--- src/rtl/afu_pkg.sv ---
package afu_pkg;
  localparam int OP_W = 4;
  localparam int SR_W = 16;

  localparam int BIT_C      = 0;
  localparam int BIT_Z      = 1;
  localparam int BIT_N      = 2;
  localparam int BIT_GIE    = 3;
  localparam int BIT_CPUOFF = 4;
  localparam int BIT_OSCOFF = 5;
  localparam int BIT_SCG0   = 6;
  localparam int BIT_SCG1   = 7;
  localparam int BIT_V      = 8;
  localparam logic [SR_W-1:0] SR_MASK = 16'h01FF;

  typedef enum logic [OP_W-1:0] {
    OP_ADD  = 4'd0,
    OP_ADDC = 4'd1,
    OP_SUB  = 4'd2,
    OP_SUBC = 4'd3,
    OP_CMP  = 4'd4,
    OP_AND  = 4'd5,
    OP_OR   = 4'd6,
    OP_XOR  = 4'd7,
    OP_MOV  = 4'd8
  } opCode_e;

  typedef enum logic [2:0] {
    SEL_SUM = 3'd0,
    SEL_AND = 3'd1,
    SEL_OR  = 3'd2,
    SEL_XOR = 3'd3,
    SEL_B   = 3'd4
  } resSel_e;

  typedef struct packed {
    logic    loadRes;
    logic    updFlags;
    logic    invertB;
    logic    useCarryIn;
    logic    forceCin;
    resSel_e resSel;
  } aluStrobe_t;

  typedef struct packed {
    logic v;
    logic n;
    logic z;
    logic c;
  } flagVec_t;
endpackage

--- src/rtl/afu_ctrl.sv ---
module afu_ctrl
  import afu_pkg::*;
(
  input  logic            opGo,
  input  logic [OP_W-1:0] opSel,
  input  logic            flagEn,
  output aluStrobe_t      strb
);
  always_comb begin
    strb = '0;
    strb.resSel = SEL_SUM;
    if (opGo) begin
      case (opSel)
        OP_ADD: begin
          strb.loadRes  = 1'b1;
          strb.updFlags = flagEn;
        end
        OP_ADDC: begin
          strb.loadRes    = 1'b1;
          strb.updFlags   = flagEn;
          strb.useCarryIn = 1'b1;
        end
        OP_SUB: begin
          strb.loadRes  = 1'b1;
          strb.updFlags = flagEn;
          strb.invertB  = 1'b1;
          strb.forceCin = 1'b1;
        end
        OP_SUBC: begin
          strb.loadRes    = 1'b1;
          strb.updFlags   = flagEn;
          strb.invertB    = 1'b1;
          strb.useCarryIn = 1'b1;
        end
        OP_CMP: begin
          strb.updFlags = flagEn;
          strb.invertB  = 1'b1;
          strb.forceCin = 1'b1;
        end
        OP_AND: begin
          strb.loadRes  = 1'b1;
          strb.updFlags = flagEn;
          strb.resSel   = SEL_AND;
        end
        OP_OR: begin
          strb.loadRes  = 1'b1;
          strb.updFlags = flagEn;
          strb.resSel   = SEL_OR;
        end
        OP_XOR: begin
          strb.loadRes  = 1'b1;
          strb.updFlags = flagEn;
          strb.resSel   = SEL_XOR;
        end
        OP_MOV: begin
          strb.loadRes = 1'b1;
          strb.resSel  = SEL_B;
        end
        default: strb = '0;
      endcase
    end
  end
endmodule

--- src/rtl/afu_datapath.sv ---
module afu_datapath
  import afu_pkg::*;
#(
  parameter int W = 16
) (
  input  logic         clk,
  input  logic         rstN,
  input  logic [W-1:0] opA,
  input  logic [W-1:0] opB,
  input  aluStrobe_t   strb,
  input  logic         carryIn,
  output logic [W-1:0] resQ,
  output flagVec_t     newFlags
);
  localparam int MSB = W - 1;

  logic [W-1:0] bEff;
  logic         cinEff;
  logic [W:0]   sumWide;
  logic [W-1:0] resNext;

  always_comb begin
    bEff    = strb.invertB ? ~opB : opB;
    cinEff  = strb.useCarryIn ? carryIn : strb.forceCin;
    sumWide = {1'b0, opA} + {1'b0, bEff} + {{W{1'b0}}, cinEff};
  end

  always_comb begin
    case (strb.resSel)
      SEL_AND: resNext = opA & opB;
      SEL_OR:  resNext = opA | opB;
      SEL_XOR: resNext = opA ^ opB;
      SEL_B:   resNext = opB;
      default: resNext = sumWide[W-1:0];
    endcase
  end

  always_comb begin
    newFlags.z = (resNext == '0);
    newFlags.n = resNext[MSB];
    if (strb.resSel == SEL_SUM) begin
      newFlags.c = sumWide[W];
      newFlags.v = (opA[MSB] == bEff[MSB]) && (resNext[MSB] != opA[MSB]);
    end else begin
      newFlags.c = ~newFlags.z;
      newFlags.v = 1'b0;
    end
  end

  always_ff @(posedge clk) begin
    if (!rstN)             resQ <= '0;
    else if (strb.loadRes) resQ <= resNext;
  end
endmodule

--- src/rtl/afu_status.sv ---
module afu_status
  import afu_pkg::*;
(
  input  logic            clk,
  input  logic            rstN,
  input  logic            wrEn,
  input  logic [SR_W-1:0] wrData,
  input  logic            updFlags,
  input  flagVec_t        newFlags,
  output logic [SR_W-1:0] srQ
);
  always_ff @(posedge clk) begin
    if (!rstN) begin
      srQ <= '0;
    end else if (wrEn) begin
      srQ <= wrData & SR_MASK;
    end else if (updFlags) begin
      srQ[BIT_C] <= newFlags.c;
      srQ[BIT_Z] <= newFlags.z;
      srQ[BIT_N] <= newFlags.n;
      srQ[BIT_V] <= newFlags.v;
    end
  end

  assert_write_wins_R9: assert property (@(posedge clk) disable iff (!rstN)
    wrEn |=> srQ == ($past(wrData) & SR_MASK));

  assert_reserved_zero_R9: assert property (@(posedge clk) disable iff (!rstN)
    srQ[SR_W-1:BIT_V+1] == '0);

  assert_ctrl_bits_hold_R10: assert property (@(posedge clk) disable iff (!rstN)
    !wrEn |=> $stable(srQ[BIT_SCG1:BIT_GIE]));

  assert_flags_hold_R8: assert property (@(posedge clk) disable iff (!rstN)
    (!wrEn && !updFlags) |=> $stable(srQ));
endmodule

--- src/rtl/arith_flag_unit.sv ---
module arith_flag_unit
  import afu_pkg::*;
(
  input  logic        clk,
  input  logic        rstN,
  input  logic        opGo,
  input  logic [3:0]  opSel,
  input  logic [15:0] opA,
  input  logic [15:0] opB,
  input  logic        flagEn,
  input  logic        srWrEn,
  input  logic [15:0] srWrData,
  output logic [15:0] result,
  output logic [15:0] statusOut
);
  aluStrobe_t strb;
  flagVec_t   newFlags;

  afu_ctrl ctrl_i (
    .opGo   (opGo),
    .opSel  (opSel),
    .flagEn (flagEn),
    .strb   (strb)
  );

  afu_datapath #(.W(16)) dp_i (
    .clk      (clk),
    .rstN     (rstN),
    .opA      (opA),
    .opB      (opB),
    .strb     (strb),
    .carryIn  (statusOut[BIT_C]),
    .resQ     (result),
    .newFlags (newFlags)
  );

  afu_status sr_i (
    .clk      (clk),
    .rstN     (rstN),
    .wrEn     (srWrEn),
    .wrData   (srWrData),
    .updFlags (strb.updFlags),
    .newFlags (newFlags),
    .srQ      (statusOut)
  );

  assert_logic_flags_R6: assert property (@(posedge clk) disable iff (!rstN)
    (opGo && flagEn && !srWrEn && opSel >= 4'd5 && opSel <= 4'd7)
      |=> (statusOut[BIT_C] == !statusOut[BIT_Z]) && !statusOut[BIT_V]);

  assert_zero_tracks_R2: assert property (@(posedge clk) disable iff (!rstN)
    (opGo && flagEn && !srWrEn && opSel <= 4'd3)
      |=> statusOut[BIT_Z] == (result == 16'h0000));

  assert_move_keeps_flags_R7: assert property (@(posedge clk) disable iff (!rstN)
    (opGo && !srWrEn && opSel == 4'd8) |=> $stable(statusOut));
endmodule

--- config.mk ---
export PLATFORM = sky130hd
export DESIGN_NAME = arith_flag_unit
export DESIGN_NICKNAME = d
export VERILOG_FILES = /design/src/rtl/afu_pkg.sv /design/src/rtl/afu_ctrl.sv /design/src/rtl/afu_datapath.sv /design/src/rtl/afu_status.sv /design/src/rtl/arith_flag_unit.sv
export SDC_FILE = /design/constraint.sdc
export NUM_CORES = 1
export LEC_CHECK = 0
export CORE_UTILIZATION = 28
export DETAILED_ROUTE_END_ITERATION = 16
export GPL_TIMING_DRIVEN = 0
export SLEW_MARGIN = 20
export SYNTH_ARGS = -nofsm -noshare
export SYNTH_HDL_FRONTEND = slang
export SYNTH_SLANG_ARGS = --single-unit
--- constraint.sdc ---
create_clock -name clk -period 9.58 [get_ports clk]
set_input_delay 1.916 -clock clk [delete_from_list [all_inputs] [get_ports clk]]
set_output_delay 1.916 -clock clk [all_outputs]
set_load 0.01 [all_outputs]
==> impl_results.html <==
<table>
<tr><th>Metric</th><th>Value</th></tr>
<tr><th colspan="2">Outcome</th></tr>
<tr><td>Run status</td><td>completed</td></tr>
<tr><th colspan="2">Floorplan</th></tr>
<tr><td>Die area</td><td>11700 um^2</td></tr>
<tr><td>Std cell rows</td><td>38</td></tr>
<tr><td>Overall die height</td><td>108 um</td></tr>
<tr><td>Area of the core region</td><td>about 11000 um^2</td></tr>
<tr><td>Ports placed on the boundary</td><td>89</td></tr>
<tr><td>Initial Util</td><td>0.290</td></tr>
<tr><td>Chip width</td><td>approximately 110 um</td></tr>
<tr><th colspan="2">Job</th></tr>
<tr><td>Max-capacitance violation count</td><td>0</td></tr>
<tr><th colspan="2">Routing</th></tr>
<tr><td>Number of nets still failing antenna checks after routing</td><td>0</td></tr>
<tr><td>Starting DRT DRC Count</td><td>120</td></tr>
<tr><td>Total wirelength of the detailed-routed design</td><td>just under 9000 um</td></tr>
<tr><td>Vias per inst</td><td>4.97</td></tr>
<tr><td>Total vias in the final route</td><td>3097</td></tr>
<tr><td>DRT Pass-1 Iters</td><td>6</td></tr>
<tr><td>DRC violation count after routing</td><td>0</td></tr>
<tr><td>Mean routed wirelength per cell</td><td>14.1 um</td></tr>
<tr><th colspan="2">Place</th></tr>
<tr><td>Routability Congestion</td><td>0.866</td></tr>
<tr><td>Port Buffers</td><td>73</td></tr>
<tr><td>Post-DP HPWL</td><td>7270 um</td></tr>
<tr><td>Post-place setup slack</td><td>2.60 ns</td></tr>
<tr><th colspan="2">Logic synthesis</th></tr>
<tr><td>Mean instance size in the synthesized netlist</td><td>~7.9 um^2</td></tr>
<tr><td>Most frequent cell after synthesis</td><td>ha_1</td></tr>
<tr><td>Count of flip-flops with a built-in enable after synthesis</td><td>0</td></tr>
<tr><td>Syn. warnings</td><td>0</td></tr>
<tr><td>Post-synthesis cell count</td><td>400</td></tr>
<tr><td>Post-synthesis register bit count</td><td>25</td></tr>
<tr><td>Fraction of post-synthesis cell area in the top cell type by area</td><td>0.186</td></tr>
<tr><td>Main flop type after synthesis</td><td>dfxtp_1</td></tr>
<tr><td>Most area-consuming cells after synthesis</td><td>ha_1 (19%), dfxtp_1 (16%), xnor2_1 (6.4%)</td></tr>
<tr><td>Synth Cell Area</td><td>about 3200 um^2</td></tr>
<tr><td>Share of the yosys chip area belonging to registers</td><td>0.158</td></tr>
<tr><td>Async set or reset register ratio after synthesis</td><td>0</td></tr>
<tr><td>Dominant cell type by area after synthesis</td><td>ha_1</td></tr>
<tr><td>Number of distinct library cell variants in the gate-level netlist after synthesis</td><td>63</td></tr>
<tr><td>Synth top cells by count</td><td>ha_1 (47), nand2_1 (39), inv_1 (37)</td></tr>
<tr><th colspan="2">STA</th></tr>
<tr><td>Headroom to the max-slew limit</td><td>0.498</td></tr>
<tr><td>Number of hold violations in the final report</td><td>0</td></tr>
<tr><td>Post-route setup slack</td><td>2.90 ns</td></tr>
<tr><td>Setup repair after global routing missed its margin</td><td>false</td></tr>
<tr><td>Achievable clock frequency</td><td>0.150 GHz</td></tr>
<tr><td>Final setup TNS</td><td>0 ns</td></tr>
<tr><td>Post-route minimum period</td><td>6.68 ns</td></tr>
<tr><td>Maximum clock skew at final layout</td><td>roughly 0.0037 ns</td></tr>
<tr><td>Worst-Margin Slew</td><td>0.754 ns</td></tr>
<tr><td>Portion of the clock cycle consumed by the worst path in the final layout</td><td>0.697</td></tr>
<tr><td>Number of setup violations in the final report</td><td>0</td></tr>
<tr><td>Max-slew violation count</td><td>0</td></tr>
<tr><th colspan="2">Cells and area</th></tr>
<tr><td>Final nets</td><td>590</td></tr>
<tr><td>Fraction of layout instances using a drive strength above 1</td><td>0.0621</td></tr>
<tr><td>Final core utilization</td><td>0.382</td></tr>
<tr><td>Sequential cell area</td><td>500 um^2</td></tr>
<tr><td>Fill cell count</td><td>1142</td></tr>
<tr><td>Area overhead of the layout relative to synthesis</td><td>31.8%</td></tr>
<tr><td>Number of antenna repair diodes</td><td>0</td></tr>
<tr><td>Area used by multi-input combinational logic</td><td>2390 um^2</td></tr>
<tr><th colspan="2">Clocking</th></tr>
<tr><td>Post-CTS sizing</td><td>0</td></tr>
<tr><td>Post-CTS clock slew at the launch and capture registers of the worst setup and hold paths</td><td>0.06 ns</td></tr>
<tr><td>Skew-Pair Late Insertion Delay</td><td>approximately 0.25 ns</td></tr>
<tr><td>Number of buffers added by the clock tree synthesis step</td><td>3</td></tr>
<tr><td>Clock tree root driver cell</td><td>clkbuf_16</td></tr>
<tr><td>Buffer levels on the longest clock path</td><td>2</td></tr>
<tr><td>Sink count of the clock tree</td><td>25</td></tr>
<tr><td>Buffers inserted by post-CTS timing repair</td><td>0</td></tr>
<tr><td>TritonCTS clock tree</td><td>yes</td></tr>
<tr><td>CTS H-Tree Depth</td><td>1</td></tr>
<tr><td>Number of buffers inserted by hold repair at cts</td><td>0</td></tr>
<tr><th colspan="2">Hold path</th></tr>
<tr><td>Type of the most critical hold path</td><td>reg2reg</td></tr>
<tr><th colspan="2">Setup path</th></tr>
<tr><td>Maximum cell stage delay along the critical path</td><td>approximately 0.62 ns</td></tr>
<tr><td>Arrival time at the worst endpoint</td><td>6.87 ns</td></tr>
<tr><td>Largest fanout of any net on the critical path</td><td>10</td></tr>
<tr><td>Req. time, crit path</td><td>9.77 ns</td></tr>
<tr><td>Slowest cell on the critical path</td><td>clkbuf_1</td></tr>
<tr><td>Combined buffer and inverter count along the critical path</td><td>3</td></tr>
<tr><td>Ordered cell list for the critical path</td><td>clkdlybuf4s50_1, buf_2, nor2_1, nand2_1, o21ai_0, nand2_1, clkbuf_1, xnor2_1, ha_1, and3_1, a221o_1, a221oi_2, o21ai_1, xnor2_1, nor2_1, or4_1, or4_1, a21oi_1</td></tr>
<tr><td>Cell family contributing the most delay on the critical path</td><td>simple AND/OR/NAND/NOR gates</td></tr>
<tr><td>Critical path class</td><td>in2reg</td></tr>
<tr><td>Launching element type of the critical path</td><td>primary input</td></tr>
<tr><td>Endpoint class of the critical path</td><td>flip-flop</td></tr>
<tr><th colspan="2">Global routing</th></tr>
<tr><td>Pin count of the biggest net entering global routing</td><td>14</td></tr>
<tr><td>Global-route usage over all layers</td><td>0.153</td></tr>
<tr><td>Via count of the first global-routing pass</td><td>3103</td></tr>
<tr><td>Residual overflow from global routing</td><td>0</td></tr>
<tr><td>First-pass GRT wire length</td><td>between 10000 and 15000 um</td></tr>
<tr><td>Initial antenna violation count</td><td>0</td></tr>
<tr><th colspan="2">Power and ir drop</th></tr>
<tr><td>Logic gate share of total power</td><td>0.500</td></tr>
<tr><td>Cell leakage power</td><td>about 1.9 nW</td></tr>
<tr><td>Sequential power share</td><td>0.282</td></tr>
<tr><td>Net load switching power</td><td>146 uW</td></tr>
<tr><td>Fraction of power spent switching nets</td><td>0.350</td></tr>
<tr><td>Part of the power in the clock network</td><td>0.218</td></tr>
<tr><td>Maximum VDD drop</td><td>around 0.00007 V</td></tr>
<tr><td>Internal Dissipation</td><td>~270 uW</td></tr>
<tr><td>Power per cell area</td><td>99.9 nW/um^2</td></tr>
</table>
[cell usage in the layout, fill, tap and decap left out, types with 5 or more instances in the layout]
cell type | synthesis | layout
nor2_1 | 23 | 23
and2_1 | 6 | 6
a21oi_1 | 18 | 18
a22oi_1 | 7 | 7
xnor2_1 | 23 | 23
nand2_1 | 39 | 39
o211a_1 | 11 | 11
clkbuf_1 | 5 | 6
ha_1 | 47 | 47
clkdlybuf4s50_1 | 0 | 73
buf_4 | 9 | 9
nor3_1 | 5 | 5
buf_6 | 5 | 5
and3_1 | 7 | 7
xor2_1 | 6 | 6
inv_1 | 37 | 37
a221o_1 | 6 | 6
nand3_1 | 7 | 7
conb_1 | 1 | 7
nor2b_1 | 10 | 10
mux2i_1 | 6 | 6
dfxtp_1 | 25 | 25
o21ai_0 | 17 | 17
o211ai_1 | 8 | 8
[cell families (layout without fill, tap and decap cells)]
| family | Yosys count | in the layout | synth area share |
|---|---|---|---|
| xor gates and xnor gates | 29 | 29 | 0.0801 |
| muxes | 6 | 6 | 0.0190 |
| adders and majority gates | 49 | 49 | 0.198 |
| DFF | 25 | 25 | 0.158 |
| other | 1 | 7 | 0.00118 |
| and+or+nand+nor | 127 | 127 | 0.213 |
| buffers and inverters | 60 | 137 | 0.0947 |
| AOI/OAI and AO/OA | 103 | 103 | 0.236 |
[power by group through the flow]
| stage | clock, mW | combinational (mW) | sequential [mW] |
|---|---|---|---|
| final | 0.0910 | 0.209 | 0.118 |
| after global routing | 0.0976 | 0.232 | 0.119 |
| after CTS | 0.0928 | 0.210 | 0.118 |
| after detailed placement | 0 | 0.209 | 0.120 |
| after global placement | 0 | 0.206 | 0.120 |
| after floorplan | 0 | 0.128 | 0.123 |
[final cells by class]
cell class,instances,area share
Multi-Input combinational cell,321,0.572
Timing Repair Buffer,73,0.175
Sequential cell,25,0.120
Tap cell,140,0.0419
Buffer,23,0.0386
Inverter,37,0.0333
Clock buffer,4,0.0189
[metal layers]
metal  GRT usage  up-vias  share of wire
met5           0        -              0
met4      0.0232        0          0.010
met3      0.0217        6          0.032
met2       0.277       57           0.49
met1       0.195     1463           0.47
li1            -     1571              -
[worst paths after layout]
kind / startpoint / end / slack (ns) / cells after the start
setup / recovery: opSel[1] / sr_i.srQ[1] / 2.90 / 18
setup reg to reg: sr_i.srQ[0] / sr_i.srQ[1] / 5.51 / 14
hold reg to reg: dp_i.resQ[15] / dp_i.resQ[15] / 0.50 / 1
hold / removal: dp_i.resQ[15] / dp_i.resQ[15] / 0.50 / 1
[metrics by stage]
stage | hold WS [ns] | std cells | cell area [um^2] | power, mW
floorplan | 0.517 | 406 | 3190 | 0.251
global placement | 0.482 | 619 | 4100 | 0.326
detailed placement | 0.489 | 619 | 4100 | 0.329
CTS | 0.503 | 623 | 4180 | 0.421
global route | 0.520 | 623 | 4180 | 0.449
finish | 0.500 | 623 | 4180 | 0.417
[state kept, by name, summed over array words and instances (netlist names)]
name,count
dp_i.resQ,16
sr_i.srQ,9
No activity file was read; power rests on OpenSTA's default activity.
